===== src/rtl/sram_ctrl_pkg.sv =====
`timescale 1ns/1ps
package sram_ctrl_pkg;

  typedef enum logic [2:0] {
    PH_IDLE  = 3'd0,
    PH_READ  = 3'd1,
    PH_TURN  = 3'd2,
    PH_WRITE = 3'd3,
    PH_WREC  = 3'd4
  } phase_e;

  // ceiling of a time over the clock period, never below one cycle
  function automatic int unsigned ns_to_cyc(input int unsigned ns, input int unsigned clk_ns);
    int unsigned c;
    c = (ns + clk_ns - 1) / clk_ns;
    return (c == 0) ? 1 : c;
  endfunction

  function automatic int unsigned max_of3(input int unsigned a, input int unsigned b,
                                          input int unsigned c);
    int unsigned m;
    m = (a > b) ? a : b;
    return (m > c) ? m : c;
  endfunction

endpackage


===== src/rtl/sram_phase_timer.sv =====
`timescale 1ns/1ps
module sram_phase_timer #(
  parameter int unsigned CNT_W = 4
) (
  input  logic             clk,
  input  logic             rst_n,
  input  logic             restart,
  input  logic [CNT_W-1:0] last,
  output logic             done
);
  logic [CNT_W-1:0] cnt;

  assign done = (cnt == last);

  // counts up from zero at the start of each phase and parks on the last value
  always_ff @(posedge clk or negedge rst_n) begin
    if (!rst_n)       cnt <= '0;
    else if (restart) cnt <= '0;
    else if (!done)   cnt <= cnt + 1'b1;
  end
endmodule


===== src/rtl/sram_ctrl_seq.sv =====
`timescale 1ns/1ps
module sram_ctrl_seq
  import sram_ctrl_pkg::*;
#(
  parameter int unsigned CNT_W  = 4,
  parameter int unsigned RD_CYC = 9,
  parameter int unsigned WP_CYC = 8,
  parameter int unsigned TA_CYC = 4
) (
  input  logic             clk,
  input  logic             rst_n,
  input  logic             standby,
  input  logic             req_valid,
  input  logic             req_write,
  input  logic             phase_done,
  output logic             req_ready,
  output logic             accept,
  output logic             restart,
  output logic [CNT_W-1:0] phase_last,
  output logic             capture,
  output logic             sel,
  output logic             oe_act,
  output logic             we_act,
  output logic             drive
);
  localparam logic [CNT_W-1:0] RD_LAST = CNT_W'(RD_CYC - 1);
  localparam logic [CNT_W-1:0] WP_LAST = CNT_W'(WP_CYC - 1);
  localparam logic [CNT_W-1:0] TA_LAST = CNT_W'(TA_CYC - 1);

  phase_e state, nxt;

  assign req_ready = (state == PH_IDLE) && !standby;
  assign accept    = req_valid && req_ready;

  always_comb begin
    nxt = state;
    unique case (state)
      PH_IDLE:  if (accept)     nxt = req_write ? PH_WRITE : PH_READ;
      PH_READ:  if (phase_done) nxt = PH_TURN;
      PH_TURN:  if (phase_done) nxt = PH_IDLE;
      PH_WRITE: if (phase_done) nxt = PH_WREC;
      PH_WREC:  if (phase_done) nxt = PH_IDLE;
      default:                  nxt = PH_IDLE;
    endcase
  end

  always_comb begin
    unique case (state)
      PH_READ:  phase_last = RD_LAST;
      PH_TURN:  phase_last = TA_LAST;
      PH_WRITE: phase_last = WP_LAST;
      default:  phase_last = '0;
    endcase
  end

  assign restart = (nxt != state);
  assign capture = (state == PH_READ) && phase_done;
  assign sel     = (state == PH_READ) || (state == PH_WRITE) || (state == PH_WREC);
  assign oe_act  = (state == PH_READ);
  assign we_act  = (state == PH_WRITE);
  assign drive   = (state == PH_WRITE) || (state == PH_WREC);

  always_ff @(posedge clk or negedge rst_n) begin
    if (!rst_n) state <= PH_IDLE;
    else        state <= nxt;
  end

  // a taken request closes the port on the following cycle
  assert_accept_holds_off_R2: assert property (@(posedge clk) disable iff (!rst_n)
    accept |=> !req_ready);

  // an idle sequencer stays idle under standby
  assert_standby_parks_R8: assert property (@(posedge clk) disable iff (!rst_n)
    (standby && state == PH_IDLE) |=> (state == PH_IDLE));
endmodule


===== src/rtl/sram_ctrl_dpath.sv =====
`timescale 1ns/1ps
module sram_ctrl_dpath #(
  parameter int unsigned AW = 17,
  parameter int unsigned DW = 8
) (
  input  logic          clk,
  input  logic          rst_n,
  input  logic          accept,
  input  logic [AW-1:0] req_addr,
  input  logic [DW-1:0] req_wdata,
  input  logic          capture,
  input  logic [DW-1:0] dq_in,
  output logic [AW-1:0] addr_q,
  output logic [DW-1:0] wdata_q,
  output logic          rd_valid,
  output logic [DW-1:0] rd_data
);
  always_ff @(posedge clk or negedge rst_n) begin
    if (!rst_n) begin
      addr_q  <= '0;
      wdata_q <= '0;
    end else if (accept) begin
      addr_q  <= req_addr;
      wdata_q <= req_wdata;
    end
  end

  always_ff @(posedge clk or negedge rst_n) begin
    if (!rst_n) begin
      rd_valid <= 1'b0;
      rd_data  <= '0;
    end else begin
      rd_valid <= capture;
      if (capture) rd_data <= dq_in;
    end
  end

  // read result is a single-cycle pulse
  assert_rd_pulse_R4: assert property (@(posedge clk) disable iff (!rst_n)
    rd_valid |=> !rd_valid);

  // the RAM address only moves when a request is taken
  assert_addr_hold_R3: assert property (@(posedge clk) disable iff (!rst_n)
    !accept |=> $stable(addr_q));
endmodule


===== src/rtl/sram_ctrl.sv =====
`timescale 1ns/1ps
module sram_ctrl
  import sram_ctrl_pkg::*;
#(
  parameter int unsigned ADDR_W       = 17,
  parameter int unsigned DATA_W       = 8,
  parameter int unsigned CLK_NS       = 8,
  parameter int unsigned T_RCYC_NS    = 70,
  parameter int unsigned T_ACC_NS     = 70,
  parameter int unsigned T_OEACC_NS   = 35,
  parameter int unsigned T_WCYC_NS    = 70,
  parameter int unsigned T_WPULSE_NS  = 50,
  parameter int unsigned T_WSETUP_NS  = 30,
  parameter int unsigned T_TURN_NS    = 30
) (
  input  logic              clk,
  input  logic              rst_n,
  input  logic              standby,
  input  logic              req_valid,
  output logic              req_ready,
  input  logic              req_write,
  input  logic [ADDR_W-1:0] req_addr,
  input  logic [DATA_W-1:0] req_wdata,
  output logic              rd_valid,
  output logic [DATA_W-1:0] rd_data,
  output logic [ADDR_W-1:0] sram_addr,
  output logic              sram_cs_n,
  output logic              sram_cs,
  output logic              sram_we_n,
  output logic              sram_oe_n,
  output logic [DATA_W-1:0] sram_dq_out,
  output logic              sram_dq_oe,
  input  logic [DATA_W-1:0] sram_dq_in
);
  localparam int unsigned RD_CYC = max_of3(ns_to_cyc(T_RCYC_NS, CLK_NS),
                                           ns_to_cyc(T_ACC_NS, CLK_NS),
                                           ns_to_cyc(T_OEACC_NS, CLK_NS));
  localparam int unsigned WC_CYC = ns_to_cyc(T_WCYC_NS, CLK_NS);
  localparam int unsigned WP_CYC = max_of3(ns_to_cyc(T_WPULSE_NS, CLK_NS),
                                           ns_to_cyc(T_WSETUP_NS, CLK_NS),
                                           (WC_CYC > 1) ? WC_CYC - 1 : 1);
  localparam int unsigned TA_CYC = ns_to_cyc(T_TURN_NS, CLK_NS);
  localparam int unsigned CNT_W  = $clog2(max_of3(RD_CYC, WP_CYC, TA_CYC) + 1);

  logic             accept, restart, phase_done, capture;
  logic             sel, oe_act, we_act, drive;
  logic [CNT_W-1:0] phase_last;

  sram_ctrl_seq #(
    .CNT_W (CNT_W), .RD_CYC(RD_CYC), .WP_CYC(WP_CYC), .TA_CYC(TA_CYC)
  ) u_seq (
    .clk, .rst_n, .standby, .req_valid, .req_write,
    .phase_done, .req_ready, .accept, .restart, .phase_last,
    .capture, .sel, .oe_act, .we_act, .drive
  );

  sram_phase_timer #(.CNT_W(CNT_W)) u_timer (
    .clk, .rst_n, .restart, .last(phase_last), .done(phase_done)
  );

  sram_ctrl_dpath #(.AW(ADDR_W), .DW(DATA_W)) u_dpath (
    .clk, .rst_n, .accept, .req_addr, .req_wdata, .capture,
    .dq_in(sram_dq_in), .addr_q(sram_addr), .wdata_q(sram_dq_out),
    .rd_valid, .rd_data
  );

  assign sram_cs_n  = !sel;
  assign sram_cs    = sel;
  assign sram_oe_n  = !oe_act;
  assign sram_we_n  = !we_act;
  assign sram_dq_oe = drive;

  // ---------------- pin-level timing checks ----------------
  localparam int unsigned CW = CNT_W + 1;
  logic [CW-1:0] oe_run, we_run, gap_run;

  always_ff @(posedge clk or negedge rst_n) begin
    if (!rst_n) begin
      oe_run  <= '0;
      we_run  <= '0;
      gap_run <= CW'(TA_CYC);
    end else begin
      oe_run  <= !sram_oe_n ? oe_run + 1'b1 : '0;
      we_run  <= !sram_we_n ? we_run + 1'b1 : '0;
      if (!sram_oe_n)         gap_run <= '0;
      else if (gap_run != '1) gap_run <= gap_run + 1'b1;
    end
  end

  assert_read_len_R3: assert property (@(posedge clk) disable iff (!rst_n)
    $rose(sram_oe_n) |-> (oe_run == CW'(RD_CYC)));

  assert_wpulse_len_R6: assert property (@(posedge clk) disable iff (!rst_n)
    $rose(sram_we_n) |-> (we_run == CW'(WP_CYC)));

  assert_turn_gap_R5: assert property (@(posedge clk) disable iff (!rst_n)
    req_ready |-> (gap_run >= CW'(TA_CYC)));

  assert_wrec_hold_R7: assert property (@(posedge clk) disable iff (!rst_n)
    ($rose(sram_we_n) && !sram_cs_n) |-> ($stable(sram_addr) && sram_dq_oe));

  assert_no_contention_R9: assert property (@(posedge clk) disable iff (!rst_n)
    !sram_oe_n |-> (!sram_dq_oe && !$past(sram_dq_oe)));
endmodule


===== config.mk =====
export PLATFORM = sky130hd
export DESIGN_NAME = sram_ctrl
export DESIGN_NICKNAME = d
export VERILOG_FILES = /design/src/rtl/sram_ctrl_pkg.sv /design/src/rtl/sram_phase_timer.sv /design/src/rtl/sram_ctrl_seq.sv /design/src/rtl/sram_ctrl_dpath.sv /design/src/rtl/sram_ctrl.sv
export SDC_FILE = /design/constraint.sdc
export NUM_CORES = 1
export LEC_CHECK = 0
export BUFFER_PORTS_ARGS = -buffer_cell sky130_fd_sc_hd__buf_2
export CORE_MARGIN = 2
export CORE_UTILIZATION = 46
export CTS_BUF_LIST = sky130_fd_sc_hd__clkbuf_8
export DETAILED_ROUTE_END_ITERATION = 10
export HOLD_SLACK_MARGIN = 0.1
export PLACE_DENSITY = 0.82
export SYNTH_ARGS = -nofsm -noshare
export SYNTH_HDL_FRONTEND = slang
export SYNTH_SLANG_ARGS = --single-unit

===== constraint.sdc =====
create_clock -name clk -period 2.45 [get_ports clk]
set_clock_uncertainty 0.2 [all_clocks]
set_input_delay 0.1225 -clock clk [delete_from_list [all_inputs] [get_ports clk]]
set_output_delay 0.1225 -clock clk [all_outputs]
set_load 0.05 [all_outputs]

Yosys cells after proc, flatten, opt, wreduce, memory -nomap -nowiden. Cells that the tools add are included.

Bits in registers: 41. Latch bits: 0. Bits in writable memories: 0. Memory bits (read-only): 0. Input port bits: 38. Output and inout bits: 40. Logic and storage cells: 35. Memories: 0.

Add/sub/neg operators: 1. Multipliers: 0. Div/mod/pow operators: 0. Magnitude comparators: 0. Eq/ne operators: 7. Shifts and indexed selects: 0. Multiplexer cells: 9. Bitwise operators: 0. Reduce and logical (&&, ||, !) cells: 12.

Operators with widths (number): 3-bit two-way mux (4); 3-bit one-hot mux with 4 select lines (1); 4-bit one-hot mux with 3 select lines (1); 4-bit two-way mux (2); 3-bit by 2-bit equality test with 1-bit output (second input constant) (2); 4-bit by 1-bit adder with 4-bit output (second input constant) (1); 4-bit equality test (1); 1-bit zero test (4); 3-bit by 1-bit equality test with 1-bit output (second input constant) (1); 3-bit equality test (second input constant) (1); 1-bit logical AND (3); 3-bit zero test (1); 1-bit logical OR (3); 3-bit != test (1); 2-bit two-way mux (1); 2-bit != test (second input constant) (1); 2-bit OR reduction (1).

Logic depth before layout (Yosys ltp). Gate-level depths: netlist of run 1.

Depth in word-level cells: 7. Mapped depth: 6.

Cells and area by module. Synthesis of run 1 repeated with hierarchy kept, for this count alone.

Cells, all modules: 121. Area, all modules: 1844.3 sq um.

Modules (own cells, without submodules): sram_ctrl_dpath (times used 1, cells an instance 71, area an instance 1353.8 sq um, seq. area each 850.8 sq um); sram_phase_timer (times used 1, cells an instance 22, area an instance 244.0 sq um, seq. area each 100.1 sq um); sram_ctrl_seq (times used 1, cells an instance 25, area an instance 235.2 sq um, seq. area each 75.1 sq um); sram_ctrl (times used 1, cells an instance 3, area an instance 11.3 sq um, seq. area each 0.0 sq um).

Least setup slack after synthesis of run 1. OpenSTA, ideal clock, no wires.

Kind: register to register. Start: register u_seq.state[2]. End: register u_dpath.addr_q[11]. Data arrival time: 2022 ps. Slack: 101 ps. Stages on the path, launching flop included: 6. Path buffers: 2. Cells stage by stage: dfrtp_1 -> buf_6 -> nor4_4 -> nand2_2 -> buf_2 -> mux2_1.

Longest elaborated chain between the ends: 3.

RTL lines: start, declared (RTL line sram_ctrl_seq.sv:30) `phase_e state, nxt;`; start signal, assigned (RTL line sram_ctrl_seq.sv:65) `else state <= nxt;`; 3-bit zero test (RTL line sram_ctrl_seq.sv:32) `assign req_ready = (state == PH_IDLE) && !standby;`; 1-bit logical AND (RTL line sram_ctrl_seq.sv:32); via req_ready (RTL line sram_ctrl.sv:20) `output logic req_ready,`; 1-bit logical AND (RTL line sram_ctrl_seq.sv:33) `assign accept = req_valid && req_ready;`; end signal, assigned (RTL line sram_ctrl_dpath.sv:23) `addr_q <= req_addr;`; end, declared (RTL line sram_ctrl_dpath.sv:13) `output logic [AW-1:0] addr_q,`.

The timed path passes the listed nets, and every way through them passes these cells. A chain may end at the register's enable or synchronous reset.

Worst setup path in the final report of run 1.
Start: register u_seq.state[2]. End: register u_dpath.rd_data[6].

Longest elaborated chain between the ends: 4.

RTL lines: 3-bit by 2-bit equality test with 1-bit output or 3-bit by 1-bit equality test with 1-bit output (tied branches) (RTL line sram_ctrl_seq.sv:48, sram_ctrl_seq.sv:57); 4-bit one-hot mux with 3 select lines (RTL line sram_ctrl_seq.sv:48) `unique case (state)`; 4-bit equality test (RTL line sram_phase_timer.sv:13) `assign done = (cnt == last);`; 1-bit logical AND (*) (RTL line sram_ctrl_seq.sv:57) `assign capture = (state == PH_READ) && phase_done;`; end signal, assigned (RTL line sram_ctrl_dpath.sv:34) `if (capture) rd_data <= dq_in;`; end, declared (RTL line sram_ctrl_dpath.sv:16) `output logic [DW-1:0] rd_data`.

Mark *: on every way between the ends. The rest lies on a longest branch, timed or not.

==> summary.md, run 1 <==
| Metric | Value |
|---|---|
| Dominant cells by area after synthesis | `dfrtp_1 57%, mux2_2 19%, mux2_1 1.9%` |
| CTS tree | `built` |
| Starting Density | `48.7%` |
| CP max FO | `10` |
| Final worst slack | `0.375 ns` |
| Syn Nets | `166` |
| Routed WL | `4010 um` |
| Post-DRT Antenna Nets | `0` |
| Hold Vio Cnt, Final | `0` |
| Kind of critical path | `flip-flop to flip-flop` |
| Measured slew at the worst slew-check pin | `0.867 ns` |
| Synth Flop Type | `dfrtp_1` |
| Most instantiated cells after synthesis | `41 x dfrtp_1, 30 x mux2_2, 6 x nand2_1, 4 x inv_1` |
| Sequential element share of the synthesized area | `56.7%` |
| Fmax achieved | `482 MHz` |
| Netlist cell types | `36` |
| Nets | `282` |
| Clock Latency Late Sink | `0.28 ns` |
| Post-DP HPWL | `about 2500 um` |
| Drt pass-1 iters | `4` |
| Hold_ws | `0.290 ns` |
| Met3 wire length | `288 um` |
| # placed instances | `247` |
| Initial antenna violation count | `0` |
| # clock sinks | `41` |
| WL met1 | `1650 um` |
| Highest metal used | `met4` |
| Via count | `about 1400` |
| Die W | `around 67 um` |
| Die height | `66.7 um` |
| Setup-failing EPs final | `0` |
| Number of synthesized flops with an enable pin | `0` |
| Tot GR Track Use | `about a fifth` |
| Gpl congestion | `0.798` |
| R2r startpoint | `u_seq.state[2]$_DFF_PN0_` |
| Ports | `78` |
| Yosys warns | `0` |
| Dpl ws | `0.384 ns` |
| Post-synthesis cell count | `127` |
| Drt first-iter violations | `76` |
| Highest ir drop seen on vdd | `955 uV` |
| Tmin final | `between 2 and 2.5 ns` |
| Worst reg2reg setup slack | `0.37 ns` |
| Top cell type's share of synthesized area | `56.7%` |
| Register-to-Register Path Depth | `4` |
| Worst Hold Class | `input pin to async pin` |
| Crit path launch type | `flip-flop` |
| Post-Layout Cell Count | `around 300` |
| Max_slew headroom | `between 40% and 50%` |
| Setup Total Neg Slack | `0 ns` |
| Clock root cell | `clkbuf_8` |
| Worst Path Required | `2.42 ns` |
| Vias in the first global route | `1499` |
| Fin crit share | `approximately 85%` |
| Crit path DAT | `2.04 ns` |
| H-tree depth | `2` |
| Seq cells post-synth | `41` |
| Cell area after synthesis | `around 1800 um^2` |
| Layout area overhead | `49.5%` |
| Num CTS Buffers | `5` |
| Core ar. | `between 3000 and 4000 um^2` |
| Unrepaired setup endpoints after global routing | `false` |
| Max-slew violation count | `0` |
| Diodes inserted | `0` |
| Crit path capture type | `flip-flop` |
| Async S/R FF share, synth | `100%` |
| First-pass GRT wire length | `6760 um` |
| Worst-path clk slew | `0.07 ns` |
| Site row count | `22` |
| Largest net degree at the start of global routing | `between 40 and 50` |
| Bufs on Longest Clock Path | `2` |
| Top-count cell post-synth | `dfrtp_1` |
| Status | `finished, final reports clean` |
| Wirelength per Cell | `13.7 um` |
| Yosys top cell by area | `dfrtp_1` |
| Port Buf Inserts | `a little under 80` |
| Die area | `around 4400 um^2` |
| WL met2 | `1990 um` |
| Layout fillers | `between 200 and 250` |
| Share of layout cells above drive strength 1 | `50.4%` |
| R2R Path End | `u_dpath.rd_data[6]$_DFFE_PN0P_` |
| Drt drc | `0` |
| Max-Cap Viols | `0` |
| Pwr Density | `1500 nW/um^2` |
| Total grt overflow | `0` |
| DR vias/cell | `4.80` |
| Syn_area_per_cell | `14.2 um^2` |
| Static Leak | `0.00130 uW` |
-- power by group --
part / switching (uW) / internal (uW) / total [uW]
sequential: 223 / 979 / 1200
combinational: 1620 / 693 / 2320
clock: 215 / 328 / 543
total: 2060 / 2000 / 4060
-- worst max-delay path by stage --
stage,startpoint,to,cells after the start
floorplan,u_seq.state[2]$_DFF_PN0_,u_dpath.addr_q[11]$_DFFE_PN0P_,5
global placement,u_seq.state[2]$_DFF_PN0_,u_dpath.rd_data[5]$_DFFE_PN0P_,4
detailed placement,u_seq.state[2]$_DFF_PN0_,u_dpath.rd_data[6]$_DFFE_PN0P_,4
CTS,u_seq.state[2]$_DFF_PN0_,u_dpath.rd_data[6]$_DFFE_PN0P_,4
global route,u_seq.state[2]$_DFF_PN0_,u_dpath.rd_data[6]$_DFFE_PN0P_,4
finish,u_seq.state[2]$_DFF_PN0_,u_dpath.rd_data[6]$_DFFE_PN0P_,4
-- sequential cells by signal (all words and copies together) (netlist names) --
| signal | count |
|---|---|
| u_seq.state | 3 |
| u_dpath.addr_q | 17 |
| u_dpath.rd_valid | 1 |
| u_dpath.wdata_q | 8 |
| u_dpath.rd_data | 8 |
| u_timer.cnt | 4 |
-- per-layer routing --
metal	GRT usage (%)	vias up
li1	-	677
met1	25.2	663
met2	33.9	52
met3	6.93	9
met4	7.40	0
met5	0	-
-- placed cells by master, fill, tap and decap left out, types with 2 or more instances in the layout --
cell type and n:
o21ai_0 2, clkbuf_8 6, dfrtp_1 41, mux2_2 30, xnor2_1 3, nand3_1 3
mux2_1 3, nand4b_1 2, nor3_1 3, buf_2 77, nand2_1 6, nor2_1 2
dlygate4sd3_1 37, inv_1 5
-- area by class of cell --
type,count,area (um^2),share of cell area [%]
flip-flops and latches,41,1030,38.0
repair buffers,115,763,28.2
multi-input cells,76,722,26.7
clock buffers,6,82.6,3.06
well taps,48,60.1,2.22
clock inverters,2,33.8,1.25
inverters,4,15.0,0.556
-- per-stage QoR --
stage / area [um^2] / utilization, % / power (uW)
2_1_floorplan: 1810 / - / 3020
3_3_place_gp: 2220 / 59.6 / 3440
3_5_place_dp: 2220 / 59.6 / 3480
4_1_cts: 2700 / 72.7 / 4080
5_1_grt: 2700 / 72.7 / 4280
6_report: 2700 / 72.7 / 4060
-- critical path: stages, from the launching register on --
cell and delay (ns):
dfrtp_1 0.58, and2b_1 0.31, o22ai_4 0.32, nand3_4 0.20, mux2_1 0.36
-- cells by family (layout without fill, tap and decap cells) --
| kind of cell | after synthesis | after routing | synth area share, % |
|---|---|---|---|
| adder cells (fa/ha/maj) | 1 | 1 | 0.692 |
| AND/OR/NAND/NOR | 27 | 27 | 10.6 |
| buffers and inverters | 10 | 127 | 3.32 |
| multiplexers | 34 | 34 | 21.1 |
| flip-flops | 41 | 41 | 56.7 |
| XOR/XNOR | 4 | 4 | 1.94 |
| AO/OA/AOI/OAI | 10 | 10 | 5.61 |
-- repair_timing --
item                      4_1_cts  5_1_grt
hold buffers                   37        0
hold endpoints to repair       79        0
resized for setup               0        0
setup buffers                   0        0
Note: power is estimated with default switching activity, not from simulation.
==> inputs of run 2 (changes only) <==
==> constraint.sdc (replaced) <==
create_clock -name clk -period 2.1 [get_ports clk]
set_clock_uncertainty 0.2 [all_clocks]
set_input_delay 0.105 -clock clk [delete_from_list [all_inputs] [get_ports clk]]
set_output_delay 0.105 -clock clk [all_outputs]
set_load 0.05 [all_outputs]
==> summary.md, run 2 (synthesized netlist as in run 1, its figures left out) <==
| Metric | Value |
|---|---|
| Kind of critical path | `flip-flop to flip-flop` |
| Clock Latency Late Sink | `around 0.28 ns` |
| Drt pass-1 iters | `4` |
| Drt first-iter violations | `75` |
| Clock root cell | `clkbuf_8` |
| Die W | `66.7 um` |
| Share of layout cells above drive strength 1 | `53.0%` |
| Worst Path Required | `between 2 and 2.5 ns` |
| Postcts setup bufs | `0` |
| Num CTS Buffers | `5` |
| Starting Density | `48.7%` |
| Bufs on Longest Clock Path | `2` |
| Largest register FFs | `17` |
| Drt drc | `0` |
| Crit path capture type | `flip-flop` |
| First-pass GRT wire length | `7290 um` |
| Total grt overflow | `0` |
| Hold Vio Cnt, Final | `0` |
| Tmin final | `around 2 ns` |
| Post-DP HPWL | `2780 um` |
| Vias in the first global route | `1563` |
| Status | `finished, final reports clean` |
| Largest reg by FF count | `u_dpath.addr_q` |
| Post-route cell area | `2780 um^2` |
| Site row count | `22` |
| Commonest non-fill, non-tap cell in the layout | `buf_2` |
| Overall power | `4890 uW` |
| CTS tree | `built` |
| Core ar. | `3720 um^2` |
| Gpl congestion | `0.845` |
| Layout area overhead | `53.7%` |
| Pwr Density | `1760 nW/um^2` |
| Routed WL | `4570 um` |
| H-tree depth | `2` |
| Worst Hold Class | `input pin to async pin` |
| Crit path launch type | `flip-flop` |
| Crit path DAT | `1.97 ns` |
| Static Leak | `roughly 0.0013 uW` |
| Die height | `roughly 67 um` |
| Fmax achieved | `500 MHz` |
| Via count | `about 1500` |
| CP max FO | `8` |
| Post-DRT Antenna Nets | `0` |
| Max-slew violation count | `0` |
| Diodes inserted | `0` |
| Nets | `~290` |
| Max-Cap Viols | `0` |
| Worst-path clk slew | `0.08 ns` |
| Final core utilization | `74.8%` |
| Setup-failing EPs final | `0` |
| Cell Area, Placed | `~2300 um^2` |
| Ports | `78` |
| Wirelength per Cell | `15.3 um` |
| Highest ir drop seen on vdd | `1330 uV` |
| Die area | `4450 um^2` |
| Initial antenna violation count | `0` |
| Largest regs | `u_dpath.addr_q: 17 flops, u_dpath.rd_data: 8 flops, u_dpath.wdata_q: 8 flops` |
| Tot GR Track Use | `22.1%` |
| Max_slew headroom | `around 60%` |
| Port Buf Inserts | `77` |
| Hold_ws | `around 0.17 ns` |
| # clock sinks | `41` |
| DR vias/cell | `5.06` |
| Largest net degree at the start of global routing | `30` |
| Measured slew at the worst slew-check pin | `~0.62 ns` |
| Commonest cells after routing, fill and taps aside | `77 x buf_2, 40 x dfrtp_1, 37 x dlygate4sd3_1, 30 x mux2_2` |
| Fin crit share | `95.2%` |
-- run 2: where the power goes --
part | switching [uW] | total (uW) | internal (uW)
combinational | 1970 | 2830 | 865
sequential | 255 | 1400 | 1140
clock | 271 | 658 | 387
total | 2490 | 4890 | 2400
-- run 2: area by class of cell --
class	count	area [um^2]
Clock buffer	6	82.6
Multi-Input combinational cell	77	736
Inverter	4	15.0
Fill cell	239	937
Clock inverter	2	37.5
Timing Repair Buffer	121	821
Tap cell	48	60.1
Sequential cell	41	1030
-- run 2: critical path: stages (launching register included) --
cell	delay, ns
dfrtp_1	0.43
or3_1	0.40
o22ai_4	0.33
nand3_4	0.17
mux2_1	0.36
-- run 2: final timing paths --
path	slack (ns)	start	cells after the start	end
worst max-delay path	0.1	u_timer.cnt[2]$_DFFE_PN0P_	4	u_dpath.rd_data[6]$_DFFE_PN0P_
worst min-delay path	0.17	rst_n	2	u_dpath.wdata_q[6]$_DFFE_PN0P_
worst max register to register	0.1	u_timer.cnt[2]$_DFFE_PN0P_	4	u_dpath.rd_data[6]$_DFFE_PN0P_
worst min register to register	0.30	u_dpath.wdata_q[5]$_DFFE_PN0P_	1	u_dpath.wdata_q[5]$_DFFE_PN0P_
max in group asynchronous	0.97	rst_n	3	u_timer.cnt[0]$_DFFE_PN0P_
min in group clk	0.30	u_dpath.wdata_q[5]$_DFFE_PN0P_	1	u_dpath.wdata_q[5]$_DFFE_PN0P_
-- run 2: metrics by stage --
step | instances | TNS [ns] | setup WS [ns]
after floorplan | 127 | -3.84 | -0.209
after global placement | 253 | 0 | 0.145
after detailed placement | 253 | 0 | 0.0485
after CTS | 298 | 0 | 0.0372
after global routing | 299 | -0.00105 | -0.00105
final | 299 | 0 | 0.0999
-- run 2: repair_timing --
item,in CTS,in global routing
resized for setup,0,1
hold buffers,37,0
endpoints found under the hold margin,75,0
setup endpoints to repair,0,10
-- run 2: layer usage --
layer | routed length (um) | share of wire, % | GRT usage [%]
met4 | 65 | 1.4 | 6.89
met1 | 1820 | 40 | 25.6
met2 | 2350 | 51 | 38.3
met3 | 331 | 7.2 | 7.60
met5 | 0 | 0 | 0
==> inputs of run 3 (changes only) <==
--- a/config.mk
+++ b/config.mk
@@ -7,11 +7,11 @@
 export LEC_CHECK = 0
 export BUFFER_PORTS_ARGS = -buffer_cell sky130_fd_sc_hd__buf_2
 export CORE_MARGIN = 2
-export CORE_UTILIZATION = 46
+export CORE_UTILIZATION = 30
 export CTS_BUF_LIST = sky130_fd_sc_hd__clkbuf_8
 export DETAILED_ROUTE_END_ITERATION = 10
 export HOLD_SLACK_MARGIN = 0.1
-export PLACE_DENSITY = 0.82
+export PLACE_DENSITY = 0.59
 export SYNTH_ARGS = -nofsm -noshare
 export SYNTH_HDL_FRONTEND = slang
 export SYNTH_SLANG_ARGS = --single-unit
==> summary.md, run 3 (synthesized netlist as in run 1, its figures left out) <==
| Metric | Value |
|---|---|
| Site row count | `28` |
| Core ar. | `5890 um^2` |
| Fmax achieved | `approximately 500 MHz` |
| Commonest non-fill, non-tap cell in the layout | `buf_2` |
| Bufs on Longest Clock Path | `2` |
| Measured slew at the worst slew-check pin | `about 0.53 ns` |
| H-tree depth | `2` |
| R2r startpoint | `u_seq.state[1]$_DFF_PN0_` |
| DR vias/cell | `roughly 4.4` |
| Worst-path clk slew | `0.09 ns` |
| Tot GR Track Use | `14.0%` |
| Layout fillers | `around 540` |
| Final core utilization | `47.6%` |
| # placed instances | `roughly 280` |
| Worst path cell trace | `buf_4, nor2b_1, nand2_1, nand2_1, buf_2` |
| Max-slew violation count | `0` |
| Postcts setup bufs | `0` |
| Die height | `81.6 um` |
| Setup Total Neg Slack | `0 ns` |
| Worst path max stage delay | `0.47 ns` |
| Diodes inserted | `0` |
| Cell Area, Placed | `2320 um^2` |
| Max_slew headroom | `64.6%` |
| Gpl congestion | `0.796` |
| Max-Cap Viols | `0` |
| Post-CTS Hold Fix Bufs | `37` |
| Multi-input gate area | `approximately 730 um^2` |
| Tmin final | `1.97 ns` |
| Drt pass-1 iters | `2` |
| First-pass GRT wire length | `around 7000 um` |
| Commonest cells after routing, fill and taps aside | `77 x buf_2, 41 x dfrtp_1, 37 x dlygate4sd3_1, 30 x mux2_2, 7 x buf_4` |
| Die W | `81.6 um` |
| Crit path launch type | `flip-flop` |
| Ports | `78` |
| Clock root cell | `clkbuf_8` |
| Total grt overflow | `0` |
| Worst reg2reg setup slack | `0.14 ns` |
| # clock sinks | `just over 40` |
| Worst path bufs/invs | `2` |
| Wirelength per Cell | `13.3 um` |
| Vias in the first global route | `~1600` |
| Largest net degree at the start of global routing | `42` |
| Post-Layout Cell Count | `326` |
| Post-DP HPWL | `around 2700 um` |
| Share of layout cells above drive strength 1 | `a little over half` |
| Port Buf Inserts | `77` |
| Highest ir drop seen on vdd | `839 uV` |
| Nets | `289` |
| Post-DRT Antenna Nets | `0` |
| Drt first-iter violations | `67` |
| Layout area overhead | `54.9%` |
| Slowest cell on crit path | `dfrtp_1` |
| Largest reg by FF count | `u_dpath.addr_q` |
| CTS tree | `built` |
| Final worst slack | `0.126 ns` |
| Kind of critical path | `flip-flop to primary output` |
| Num CTS Buffers | `5` |
| Largest register FFs | `17` |
| Storage cell area | `1030 um^2` |
| CP max FO | `7` |
| Register-to-Register Path Depth | `4` |
| R2R Path End | `u_dpath.rd_data[6]$_DFFE_PN0P_` |
| Routed WL | `4330 um` |
| Static Leak | `0.00135 uW` |
| CP top delay family | `flip-flops` |
| Drt drc | `0` |
| Via count | `about 1400` |
| Crit path DAT | `roughly 1.7 ns` |
| Starting Density | `30.7%` |
| Die area | `6660 um^2` |
| Unrepaired setup endpoints after global routing | `false` |
| Fin crit share | `approximately 94%` |
| Most frequent CP cell | `nand2_1` |
| Largest regs | `u_dpath.addr_q: 17 flops, u_dpath.rd_data: 8 flops, u_dpath.wdata_q: 8 flops` |
| Worst Path Required | `1.79 ns` |
| Clock Latency Late Sink | `0.29 ns` |
| Status | `finished, final reports clean` |
| Hold Vio Cnt, Final | `0` |
| Worst Hold Class | `input pin to async pin` |
| Resize count post-CTS | `0` |
| Setup-failing EPs final | `0` |
| Pwr Density | `1720 nW/um^2` |
| Dpl ws | `0.137 ns` |
| Initial antenna violation count | `0` |
| Post-route cell area | `2800 um^2` |
| Crit path capture type | `primary output` |
[run 3: cell count changes in the layout (fill, tap and decap cells not counted)]
cell,before,now
buf_4,6,7
clkbuf_8,6,5
clkinv_4,0,1
clkinvlp_4,1,0
dfrtp_1,40,41
dfrtp_2,1,0
inv_1,4,5
nand3_2,1,0
[run 3: metal layers]
metal / vias to the layer above / part of all wire (%) / GRT usage, %
met5: - / 0 / 0
met4: 0 / 1.9 / 6.00
met1: 700 / 42 / 16.5
met2: 35 / 53 / 24.5
li1: 698 / - / -
met3: 7 / 2.8 / 3.08
[run 3: per-stage QoR]
step | total power (uW) | hold WS (ns)
final | 4830 | 0.205
after CTS | 4880 | 0.218
after detailed placement | 4170 | 0.0110
after floorplan | 3550 | -0.391
after global placement | 4150 | 0.00877
after global routing | 5090 | 0.292
[run 3: layout make-up]
cell class              count  area share, %
flip-flops and latches     41           36.6
repair buffers            122           29.6
multi-input cells          76           25.9
well taps                  75           3.35
clock buffers               5           2.46
clock inverters             3           1.52
inverters                   4          0.536
[run 3: worst max-delay path by stage]
stage | cells past startpoint | endpoint | from | slack [ns]
6_report | 5 | sram_dq_oe | u_seq.state[2]$_DFF_PN0_ | 0.13
5_1_grt | 5 | sram_dq_oe | u_seq.state[2]$_DFF_PN0_ | 0.01
4_1_cts | 5 | sram_dq_oe | u_seq.state[2]$_DFF_PN0_ | 0.1
3_5_place_dp | 4 | u_dpath.rd_data[5]$_DFFE_PN0P_ | u_seq.state[1]$_DFF_PN0_ | 0.14
3_3_place_gp | 4 | u_dpath.rd_data[6]$_DFFE_PN0P_ | u_seq.state[1]$_DFF_PN0_ | 0.16
2_1_floorplan | 5 | u_dpath.addr_q[0]$_DFFE_PN0P_ | u_seq.state[0]$_DFF_PN0_ | -0.21
[run 3: power by group]
part	switching [uW]	total [uW]	internal, uW
Combinational	1950	2840	891
Clock	283	635	352
Sequential	215	1360	1140
Total	2440	4830	2380
[run 3: worst min-delay path: cells and delay by family]
kind                   cells  cell delay, ns
buffers and inverters      3            1.05
